==> src/rtl/rst_sequencer.sv <==
module rst_sequencer #(
  parameter int COLD_HOLD   = 32,
  parameter int COLD_SETTLE = 96,
  parameter int STEP_GAP    = 8,
  parameter int N_COLD      = 4,
  parameter int N_WARM      = 2,
  parameter int PIN_W       = 9
) (
  input  logic              clk,
  input  logic              por_n,
  input  logic [N_COLD-1:0] cold_src,
  input  logic [N_WARM-1:0] warm_src,
  input  logic              ext_warm_n,
  input  logic [PIN_W-1:0]  pin_cnt,
  input  logic              fab_ack_n,
  input  logic              safe_ack,
  input  logic              cpu1_hold,
  output logic              pin_pull_low,
  output logic              fab_req_n,
  output logic              safe_req,
  output logic              clkmgr_rst_n,
  output logic              noc_rst_n,
  output logic              misc_rst_n,
  output logic              core_clkoff,
  output logic [1:0]        core_rst_n,
  output logic [3:0]        cluster_rst_n,
  output logic              periph_rst_n,
  output logic              seq_done
);
  localparam int PIN_MAX = (1 << PIN_W) - 1;
  localparam int M1      = (COLD_HOLD > COLD_SETTLE) ? COLD_HOLD : COLD_SETTLE;
  localparam int M2      = (M1 > STEP_GAP) ? M1 : STEP_GAP;
  localparam int MAXC    = (M2 > PIN_MAX) ? M2 : PIN_MAX;
  localparam int CNT_W   = $clog2(MAXC + 1);
  localparam int N_STEP  = 6;

  typedef enum logic [2:0] {
    S_RUN, S_CHOLD, S_CSETTLE, S_WHS, S_WPIN, S_WREL, S_REL
  } st_e;

  st_e               st;
  logic [CNT_W-1:0]  cnt, cnt_nx;
  logic [2:0]        stage;
  logic [N_STEP-1:0] rel;
  logic              clk_rel, hs_q, pin_q, done_q;
  logic [1:0]        ext_sync;
  logic              ext_s, cold_hit, warm_hit;

  assign cnt_nx   = cnt + 1'b1;
  assign ext_s    = ext_sync[1];
  assign cold_hit = |cold_src;
  assign warm_hit = (|warm_src) || !ext_s;

  always_ff @(posedge clk or negedge por_n) begin
    if (!por_n) begin
      st       <= S_CHOLD;
      cnt      <= '0;
      stage    <= '0;
      rel      <= '0;
      clk_rel  <= 1'b0;
      hs_q     <= 1'b0;
      pin_q    <= 1'b0;
      done_q   <= 1'b0;
      ext_sync <= 2'b11;
    end else begin
      ext_sync <= {ext_sync[0], ext_warm_n};
      done_q   <= 1'b0;
      if (cold_hit) begin
        st      <= S_CHOLD;
        cnt     <= '0;
        stage   <= '0;
        rel     <= '0;
        clk_rel <= 1'b0;
        hs_q    <= 1'b0;
        pin_q   <= 1'b0;
      end else begin
        case (st)
          S_CHOLD:
            if (cnt_nx == CNT_W'(COLD_HOLD)) begin
              clk_rel <= 1'b1;
              cnt     <= '0;
              st      <= S_CSETTLE;
            end else cnt <= cnt_nx;
          S_CSETTLE:
            if (cnt_nx == CNT_W'(COLD_SETTLE)) begin
              cnt   <= '0;
              stage <= '0;
              st    <= S_REL;
            end else cnt <= cnt_nx;
          S_RUN:
            if (warm_hit) begin
              hs_q <= 1'b1;
              st   <= S_WHS;
            end
          S_WHS:
            if (!fab_ack_n && safe_ack) begin
              rel <= '0;
              cnt <= '0;
              if (pin_cnt != '0) begin
                pin_q <= 1'b1;
                st    <= S_WPIN;
              end else st <= S_WREL;
            end
          S_WPIN:
            if (cnt_nx == CNT_W'(pin_cnt)) begin
              pin_q <= 1'b0;
              cnt   <= '0;
              st    <= S_WREL;
            end else cnt <= cnt_nx;
          S_WREL:
            if (ext_s) begin
              hs_q  <= 1'b0;
              cnt   <= '0;
              stage <= '0;
              st    <= S_REL;
            end
          S_REL:
            if (cnt_nx == CNT_W'(STEP_GAP)) begin
              cnt   <= '0;
              rel   <= rel | (N_STEP'(1) << stage);
              stage <= stage + 3'd1;
              if (stage == 3'(N_STEP - 1)) begin
                done_q <= 1'b1;
                st     <= S_RUN;
              end
            end else cnt <= cnt_nx;
          default: st <= S_CHOLD;
        endcase
      end
    end
  end

  assign clkmgr_rst_n  = clk_rel;
  assign noc_rst_n     = rel[0];
  assign misc_rst_n    = rel[1];
  assign core_clkoff   = !rel[2];
  assign core_rst_n    = {rel[3] & !cpu1_hold, rel[3]};
  assign cluster_rst_n = {4{rel[4]}};
  assign periph_rst_n  = rel[5];
  assign fab_req_n     = !hs_q;
  assign safe_req      = hs_q;
  assign pin_pull_low  = pin_q;
  assign seq_done      = done_q;
endmodule

==> config.mk <==
export PLATFORM = sky130hd
export DESIGN_NAME = rst_sequencer
export DESIGN_NICKNAME = d
export VERILOG_FILES = /design/src/rtl/rst_sequencer.sv
export SDC_FILE = /design/constraint.sdc
export NUM_CORES = 1
export LEC_CHECK = 0
export ABC_CLOCK_PERIOD_IN_PS = 2900
export CORE_ASPECT_RATIO = 1.75
export CORE_UTILIZATION = 45
export DETAILED_ROUTE_END_ITERATION = 7
export DONT_BUFFER_PORTS = 1
export GPL_ROUTABILITY_DRIVEN = 0
export GPL_TIMING_DRIVEN = 0
export HOLD_SLACK_MARGIN = 0.12
export SLEW_MARGIN = 20
export SYNTH_ARGS = -nofsm -noshare
export SYNTH_HDL_FRONTEND = slang
export SYNTH_SLANG_ARGS = --single-unit
==> constraint.sdc <==
create_clock -name clk -period 2.9 [get_ports clk]
set_input_delay 0.58 -clock clk [delete_from_list [all_inputs] [get_ports clk]]
set_output_delay 0.58 -clock clk [all_outputs]
set_load 0.05 [all_outputs]
==> flow_metrics.tcl, run 1 <==
set metrics [dict create \
    outcome "finished clean" \
    drt-total-wl_um 5450 \
    register_area_sq_um 679 \
    cts-root-buf "clkbuf_8" \
    cts_buffers 3 \
    synth_area_sq_um 2090 \
    routedWlPerCell_um 17.7 \
    coreArea_sq_um 4440 \
    die_area_sq_um 4930 \
    setup_viol 0 \
    critPathMaxFanout 8 \
    synth_ff_type "dfrtp_1" \
    port_buffers 0 \
    rsz0062_at_grt "no" \
    drtIter0Drc 52 \
    fin_crit_sh 0.940 \
    p_switching_mw 0.170 \
    grt_usage 0.241 \
    min_path_type "in2reg" \
    clk_pin_slew_ps 100 \
    n_fill_cell 434 \
    hold_slack_ps 281 \
    post_cts_buffers 0 \
    drtAntennaViolNets 0 \
    clockBufferDepth 2 \
    finClkSkew_ps 7.81 \
    synth_cell_type_count 56 \
    yosys_warnings 0 \
    hold_viol 0 \
    synth_cells 251 \
    worstPathRequired_ps 3080 \
    grt_pass1_wl_um 8640 \
    vias_per_cell 6.16 \
    yosysSeqAreaShare 0.325 \
    power.density_nw_per_um2 301 \
    relSlewSlack 0.379 \
    grt_overflow 0 \
    die_width_um 53.5 \
    htree_levels 1 \
    power_report.internal_total_mw 0.503 \
    final_layout_size_suffix_gt1_frac 0.136 \
    synth_area_per_cell_sq_um 8.33 \
    remaining_drc_errors 0 \
    cp-end-kind "register" \
    synth_seq_cells 27 \
    power_frac_comb 0.100 \
    peakVddDrop_mv 0.286 \
    via_count 1898 \
    fin_setup_tns_ps 0 \
    final_common_cell "nor2_1" \
    cts.sinks 27 \
    slew_violations 0 \
    area_delta_synth_final_pct 7.00 \
    tightest_slew_ps 930 \
    cts_tree "built" \
    fp-row-count 32 \
    switching_share 0.253 \
    die_h_um 92.2 \
    synth_edf_count 0 \
    yosys.area.top_type "dfrtp_1" \
    fin_util 0.503 \
    antenna_found_initial 0 \
    finalCriticalPeriod_ps 2720 \
    synth_area_leaders "dfrtp_1, nor2_1, o21ai_0, nand2_1, dfstp_2" \
    diodes 0 \
    layout_common_cells "nor2_1, dfrtp_1, nand2_1, o21ai_0, a21oi_1" \
    grt_pass1_vias 1879 \
    yosysTopAreaCellShare 0.287 \
    timing.max_cap.violations 0 \
    syn-num-nets 278 \
    rr_worst_depth 9 \
    seq_power_share 0.571 \
    io_pins 36 \
    max_freq_mhz 367 \
    power.total_mw 0.674 \
    async_reset_ff_frac 1.00 \
    path_class "reg2reg" \
    grt_max_degree 25 \
    initial_core_util 0.470 \
    leakage_nw 0.944 \
    crit_arrival_ps 2900 \
    multi_input_area_sq_um 1270 \
    clock_latency_ps 280 \
    clkPwrFrac 0.329 \
    nets 285 \
    drtPass1Iterations 4 \
    cp-start-kind "register" \
    post-dp-hpwl_um 4140 \
    hold_depth 0 \
]
## per-stage QoR
step / worst slack (ps) / instance area (sq um) / instances
floorplan: 507 / 2090 / 251
global placement: 230 / 2150 / 302
detailed placement: 214 / 2160 / 302
CTS: 209 / 2240 / 308
global route: 7.82 / 2240 / 308
finish: 175 / 2240 / 308
## sequential cells by signal, indices dropped and copies added, names as in the netlist
| signal | count |
|---|---|
| seq_done | 1 |
| pin_pull_low | 1 |
| ext_sync | 2 |
| rel | 6 |
| st | 3 |
| clkmgr_rst_n | 1 |
| stage | 3 |
| safe_req | 1 |
| cnt | 9 |
## cells in the mapped netlist (2+ instances only)
cell	count
ha_1	6
nand3b_1	2
nand3_1	5
dfstp_2	3
nand2_1	23
o22ai_1	3
nor2b_1	6
or3_1	5
a22oi_1	2
buf_4	8
or4_1	2
nand2b_1	5
inv_1	8
a21oi_1	12
nor3_1	8
nor2_1	29
o211a_1	4
a211oi_1	5
xor2_1	3
mux2i_1	3
o21ai_0	18
nor4_1	3
dfrtp_1	24
a31oi_1	7
or2_2	2
o21a_1	5
buf_6	2
buf_2	2
nand4_2	2
mux2_2	3
o2bb2ai_1	2
nand4_1	3
clkbuf_1	6
o31ai_1	2
xnor2_1	6
nor3b_1	2
## cell families (layout without fill, tap and decap cells)
group	Yosys count	after routing	share of synthesized area
compound gates	72	72	0.236
xor+xnor	9	9	0.0377
fa+ha+maj	6	6	0.0359
buf+inv	27	33	0.0712
flops	27	27	0.325
mux	6	6	0.0305
simple gates	104	104	0.264
## worst paths after layout
path	from	endpoint	slack (ps)
max	cnt[0]	cnt[0]	180
max reg2reg	cnt[0]	cnt[0]	180
max in group asynchronous	por_n	cnt[4]	1880
min	ext_warm_n	ext_sync[0]	280
min reg2reg	ext_sync[0]	ext_sync[1]	360
min in group asynchronous	por_n	ext_sync[1]	850
## worst max-delay path, cell delays in order (launching register included)
cell	delay, ps
dfrtp_1	440
ha_1	170
buf_4	170
nand4_4	140
or3_1	390
a32oi_1	330
nand4_2	200
and4_4	270
or2_1	240
mux2_2	260
## routing by layer
metal / wire length (um) / vias up / global-route usage
met3: 177 / 22 / 0.0249
met2: 2950 / 59 / 0.442
met5: 0 / - / 0
met1: 2130 / 896 / 0.252
met4: 195 / 0 / 0.118
li1: - / 921 / -
## power groups by stage
stage                     registers (mW)  clock network, mW  logic [mW]
final                              0.385              0.222      0.0675
after global routing               0.385              0.242      0.0759
after CTS                          0.384              0.232      0.0677
after detailed placement           0.392                  0      0.0545
after global placement             0.392                  0      0.0542
after floorplan                    0.391                  0      0.0436
## area by class of cell
cell class / instances / share of cell area
Tap cell: 51 / 0.0285
Buffer: 18 / 0.0515
Timing Repair Buffer: 2 / 0.0134
Inverter: 9 / 0.0151
Sequential cell: 27 / 0.304
Clock inverter: 1 / 0.00224
Clock buffer: 3 / 0.0185
Multi-Input combinational cell: 197 / 0.567
## what timing repair did
| action | 4_1_cts | 5_1_grt |
|---|---|---|
| hold buffers | 2 | 0 |
| resized for setup | 0 | 0 |
| hold endpoints to repair | 24 | 0 |
Note: power is estimated with default switching activity, not from simulation.
==> inputs of run 2 (changes only) <==
==> constraint.sdc (replaced) <==
create_clock -name clk -period 2.9 [get_ports clk]
set_input_delay 0.58 -clock clk [delete_from_list [all_inputs] [get_ports clk]]
set_output_delay 0.58 -clock clk [all_outputs]
set_load 0.1 [all_outputs]
==> run 2 against run 1 <==
Combinational power barely moved. Cell count did not move. Routed wire length decreased by 0.39%. Die area unchanged. Non-clock buffer count did not move. Sequential share of layout area about the same. Largest power group unchanged. Register-to-register slack improved by 20 ps. Via count shrank 1.2%. Clock skew down 2.1 ps. Largest cell class unchanged. Count of clock-buffer cells in the layout stayed put. Sequential power barely moved.
==> flow_metrics.tcl, run 2 (synthesized netlist as in run 1, its figures left out) <==
set metrics [dict create \
    outcome "finished clean" \
    coreArea_sq_um 4440 \
    vias_per_cell 6.09 \
    setup_viol 0 \
    startpoint "cnt[0]" \
    r2r-start "cnt[0]" \
    antenna_found_initial 0 \
    post_cts_buffers 0 \
    seq_power_share 0.569 \
    remaining_drc_errors 0 \
    rrSetupSlack_ps 200 \
    r2r_end "cnt[0]" \
    slew_violations 0 \
    p_switching_mw 0.173 \
    switching_share 0.256 \
    drt-total-wl_um 5430 \
    port_buffers 0 \
    clk_pin_slew_ps 100 \
    rr_worst_depth 9 \
    path_class "reg2reg" \
    drtIter0Drc 80 \
    leakage_nw 0.944 \
    final_area_sq_um 2240 \
    layout_common_cells "nor2_1, dfrtp_1, nand2_1, o21ai_0, a21oi_1" \
    timing.max_cap.violations 0 \
    fin_crit_sh 0.933 \
    area_delta_synth_final_pct 7.12 \
    nets 285 \
    routedWlPerCell_um 17.6 \
    clockBufferDepth 2 \
    drtAntennaViolNets 0 \
    n_fill_cell 437 \
    finalCriticalPeriod_ps 2700 \
    initial_core_util 0.470 \
    max_freq_mhz 370 \
    cts_buffers 3 \
    grt_overflow 0 \
    cts_resized 0 \
    cts_tree "built" \
    cp-start-kind "register" \
    grt_pass1_vias 1884 \
    relSlewSlack 0.298 \
    cts-root-buf "clkbuf_8" \
    largest_reg_flops 9 \
    cp-endpoint "cnt[0]" \
    cts.sinks 27 \
    die_area_sq_um 4930 \
    via_count 1876 \
    power_report.internal_total_mw 0.504 \
    worstPathRequired_ps 3080 \
    die_width_um 53.5 \
    grt_pass1_wl_um 8740 \
    rsz0062_at_grt "no" \
    power.density_nw_per_um2 302 \
    htree_levels 1 \
    peakVddDrop_mv 0.289 \
    grt_usage 0.244 \
    largest-register "cnt" \
    clkPwrFrac 0.331 \
    final_layout_size_suffix_gt1_frac 0.140 \
    io_pins 36 \
    cp-end-kind "register" \
    reg_top3 "cnt (9), rel (6)" \
    tightest_slew_ps 1050 \
    clock_latency_ps 280 \
    finClkSkew_ps 5.67 \
    crit_arrival_ps 2880 \
    fin_setup_tns_ps 0 \
    critPathMaxFanout 8 \
    diodes 0 \
    drtPass1Iterations 4 \
    place_area_sq_um 2160 \
    post-dp-hpwl_um 4150 \
    hold_viol 0 \
    final_common_cell "nor2_1" \
    die_h_um 92.2 \
    power_frac_comb 0.100 \
    cts_hold_buf 2 \
    min_path_type "in2reg" \
    grt_max_degree 25 \
    fp-row-count 32 \
]
## run 2: power groups by stage
stage / logic (mW) / registers (mW) / clock network (mW)
floorplan: 0.0439 / 0.392 / 0
global placement: 0.0545 / 0.392 / 0
detailed placement: 0.0547 / 0.392 / 0
CTS: 0.0680 / 0.385 / 0.232
global route: 0.0766 / 0.386 / 0.242
finish: 0.0674 / 0.385 / 0.224
## run 2: area by class of cell
cell class	count	area (sq um)	share of cell area
flip-flops and latches	27	679	0.303
multi-input cells	197	1270	0.568
clock buffers	3	41.3	0.0184
clock inverters	1	5.00	0.00223
well taps	51	63.8	0.0285
repair buffers	2	30.0	0.0134
inverters	9	33.8	0.0151
plain buffers	18	115	0.0514
## run 2: worst min-delay path by stage
stage               startpoint           end  cells past startpoint
floorplan                por_n  clkmgr_rst_n                      0
global placement         por_n        cnt[1]                      0
detailed placement       por_n        cnt[1]                      0
CTS                 ext_warm_n   ext_sync[0]                      0
global route        ext_warm_n   ext_sync[0]                      0
finish              ext_warm_n   ext_sync[0]                      0
## run 2: stage by stage
stage | util | total power, mW | worst slack (ps) | cells | hold WS, ps
5_1_grt | 0.504 | 0.705 | 25.0 | 308 | 266
6_report | 0.504 | 0.677 | 195 | 308 | 280
4_1_cts | 0.504 | 0.685 | 205 | 308 | 276
2_1_floorplan | - | 0.435 | 405 | 251 | 284
3_3_place_gp | 0.485 | 0.447 | 230 | 302 | 285
3_5_place_dp | 0.487 | 0.447 | 212 | 302 | 285
## run 2: critical path, stage by stage (launching register included)
cell,delay [ps]
dfrtp_1,440
ha_1,170
buf_4,170
nand3_1,140
or3_1,380
a221oi_2,330
nand4_2,190
and4_4,270
or2_1,240
mux2_2,260
## run 2: layer usage
metal  GRT usage  vias to the layer above  wire, um
met5           0                        -         0
met4       0.129                        0       208
met3      0.0265                       19       159
li1            -                      922         -
met1       0.255                      890      2110
met2       0.443                       45      2950
==> inputs of run 3 (changes only) <==
--- a/config.mk
+++ b/config.mk
@@ -6,13 +6,17 @@
 export NUM_CORES = 1
 export LEC_CHECK = 0
 export ABC_CLOCK_PERIOD_IN_PS = 2900
+export CELL_PAD_IN_SITES_DETAIL_PLACEMENT = 1
+export CELL_PAD_IN_SITES_GLOBAL_PLACEMENT = 2
 export CORE_ASPECT_RATIO = 1.75
-export CORE_UTILIZATION = 45
+export CORE_MARGIN = 2
+export CORE_UTILIZATION = 37
 export DETAILED_ROUTE_END_ITERATION = 7
 export DONT_BUFFER_PORTS = 1
 export GPL_ROUTABILITY_DRIVEN = 0
 export GPL_TIMING_DRIVEN = 0
 export HOLD_SLACK_MARGIN = 0.12
+export PLACE_DENSITY_LB_ADDON = 0.1
 export SLEW_MARGIN = 20
 export SYNTH_ARGS = -nofsm -noshare
 export SYNTH_HDL_FRONTEND = slang
==> run 3 against run 2 <==
Combinational power increased by 2%. First-iteration DRC count fell by 20%. Count of clock-buffer cells in the layout stayed put. Setup slack got worse by 88 ps. Clock skew grew 1.0 ps. Die area up 28%. Routed wire length grew 16%. Hold slack got worse by 7.7 ps. Critical path type unchanged. Register-to-register slack got worse by 90 ps. Sequential cell count stayed put. Largest power group unchanged.
==> flow_metrics.tcl, run 3 (synthesized netlist as in run 1, its figures left out) <==
set metrics [dict create \
    reg_top3 "cnt (9), rel (6)" \
    initial_core_util 0.380 \
    max_freq_mhz 358 \
    die_h_um 103 \
    fp-row-count 36 \
    drtIter0Drc 64 \
    relSlewSlack 0.297 \
    setup_viol 0 \
    highest_layer "met4" \
    area_delta_synth_final_pct 8.62 \
    instances_no_fill 333 \
    power.total_mw 0.685 \
    drt-total-wl_um 6290 \
    rr_worst_depth 7 \
    largest-register "cnt" \
    clk_pin_slew_ps 100 \
    tightest_slew_ps 1050 \
    min_path_type "in2reg" \
    r2r_end "cnt[0]" \
    htree_levels 1 \
    place_ws_ps 145 \
    fin_util 0.413 \
    post-dp-hpwl_um 4970 \
    layout_common_cells "nor2_1, dfrtp_1, nand2_1, o21ai_0, a21oi_1" \
    wl_met3_um 156 \
    peakVddDrop_mv 0.212 \
    crit_arrival_ps 2980 \
    final_layout_size_suffix_gt1_frac 0.140 \
    die_area_sq_um 6290 \
    outcome "finished clean" \
    grt_usage 0.216 \
    power.density_nw_per_um2 302 \
    drtAntennaViolNets 0 \
    grt_pass1_wl_um 9900 \
    drtPass1Iterations 4 \
    met1_length_um 2340 \
    cts-root-buf "clkbuf_8" \
    nets 285 \
    diodes 0 \
    place_inst 327 \
    largest_reg_flops 9 \
    cts.sinks 27 \
    cts_buffers 3 \
    slew_violations 0 \
    coreArea_sq_um 5500 \
    hold_viol 0 \
    final_area_sq_um 2270 \
    clock_latency_ps 290 \
    routedWlPerCell_um 18.9 \
    fin_ws_ps 107 \
    clockBufferDepth 2 \
    holdPathEnd "ext_sync[0]" \
    place_area_sq_um 2190 \
    hold_depth 0 \
    hold_slack_ps 272 \
    grt_max_degree 28 \
    grt_pass1_vias 1994 \
    timing.max_cap.violations 0 \
    port_buffers 0 \
    hp-start "ext_warm_n" \
    r2r-start "cnt[0]" \
    fin_crit_sh 0.963 \
    finalCriticalPeriod_ps 2790 \
    finClkSkew_ps 6.66 \
    rsz0062_at_grt "no" \
    via_count 1913 \
    io_pins 36 \
    route.met2.wl_um 3650 \
    path_class "reg2reg" \
    post_cts_buffers 0 \
    vias_per_cell 5.74 \
    worstPathRequired_ps 3090 \
    rrSetupSlack_ps 110 \
    cp-end-kind "register" \
    remaining_drc_errors 0 \
    fin_setup_tns_ps 0 \
    die_width_um 60.8 \
    critPathMaxFanout 6 \
    final_common_cell "nor2_1" \
    leakage_nw 0.944 \
    cts_tree "built" \
    grt_overflow 0 \
    antenna_found_initial 0 \
    cp-start-kind "register" \
]
==> run 3: routing by layer <==
layer / global-route usage / up-vias
met1: 0.219 / 940
met2: 0.430 / 43
met4: 0.0819 / 0
met5: 0 / -
li1: - / 918
met3: 0.0174 / 12
==> run 3: layout make-up <==
class,count,area (sq um)
Inverter,9,33.8
Sequential cell,27,679
Multi-Input combinational cell,197,1270
Buffer,18,115
Clock inverter,1,5.00
Timing Repair Buffer,2,30.0
Fill cell,691,3220
Tap cell,76,95.1
Clock buffer,3,41.3
==> run 3: worst max path at each step <==
| stage | startpoint | endpoint | slack, ps | cells past startpoint |
|---|---|---|---|---|
| detailed placement | cnt[0] | cnt[0] | 140 | 7 |
| global placement | cnt[0] | cnt[0] | 180 | 9 |
| floorplan | cpu1_hold | core_rst_n[1] | 400 | 1 |
| finish | cnt[0] | cnt[0] | 110 | 7 |
| CTS | cnt[0] | cnt[0] | 110 | 7 |
| global route | cnt[0] | cnt[0] | 4 | 9 |
==> run 3: what timing repair did <==
item	in CTS	in global routing
gates resized for setup	0	1
hold buffers	2	0
setup endpoints to repair	0	2
endpoints found under the hold margin	27	0
==> run 3: critical path, cell delays in order, from the launching register on <==
cell and delay, ps:
dfrtp_1 450, and3_1 180, clkbuf_1 280, nand4_1 170, a211oi_1 720, a2111oi_2 310, or2_1 310, mux2_2 260
==> run 3: where the power goes <==
| part | internal [mW] | switching (mW) |
|---|---|---|
| registers | 0.381 | 0.00417 |
| logic | 0.0258 | 0.0433 |
| clock network | 0.0970 | 0.134 |
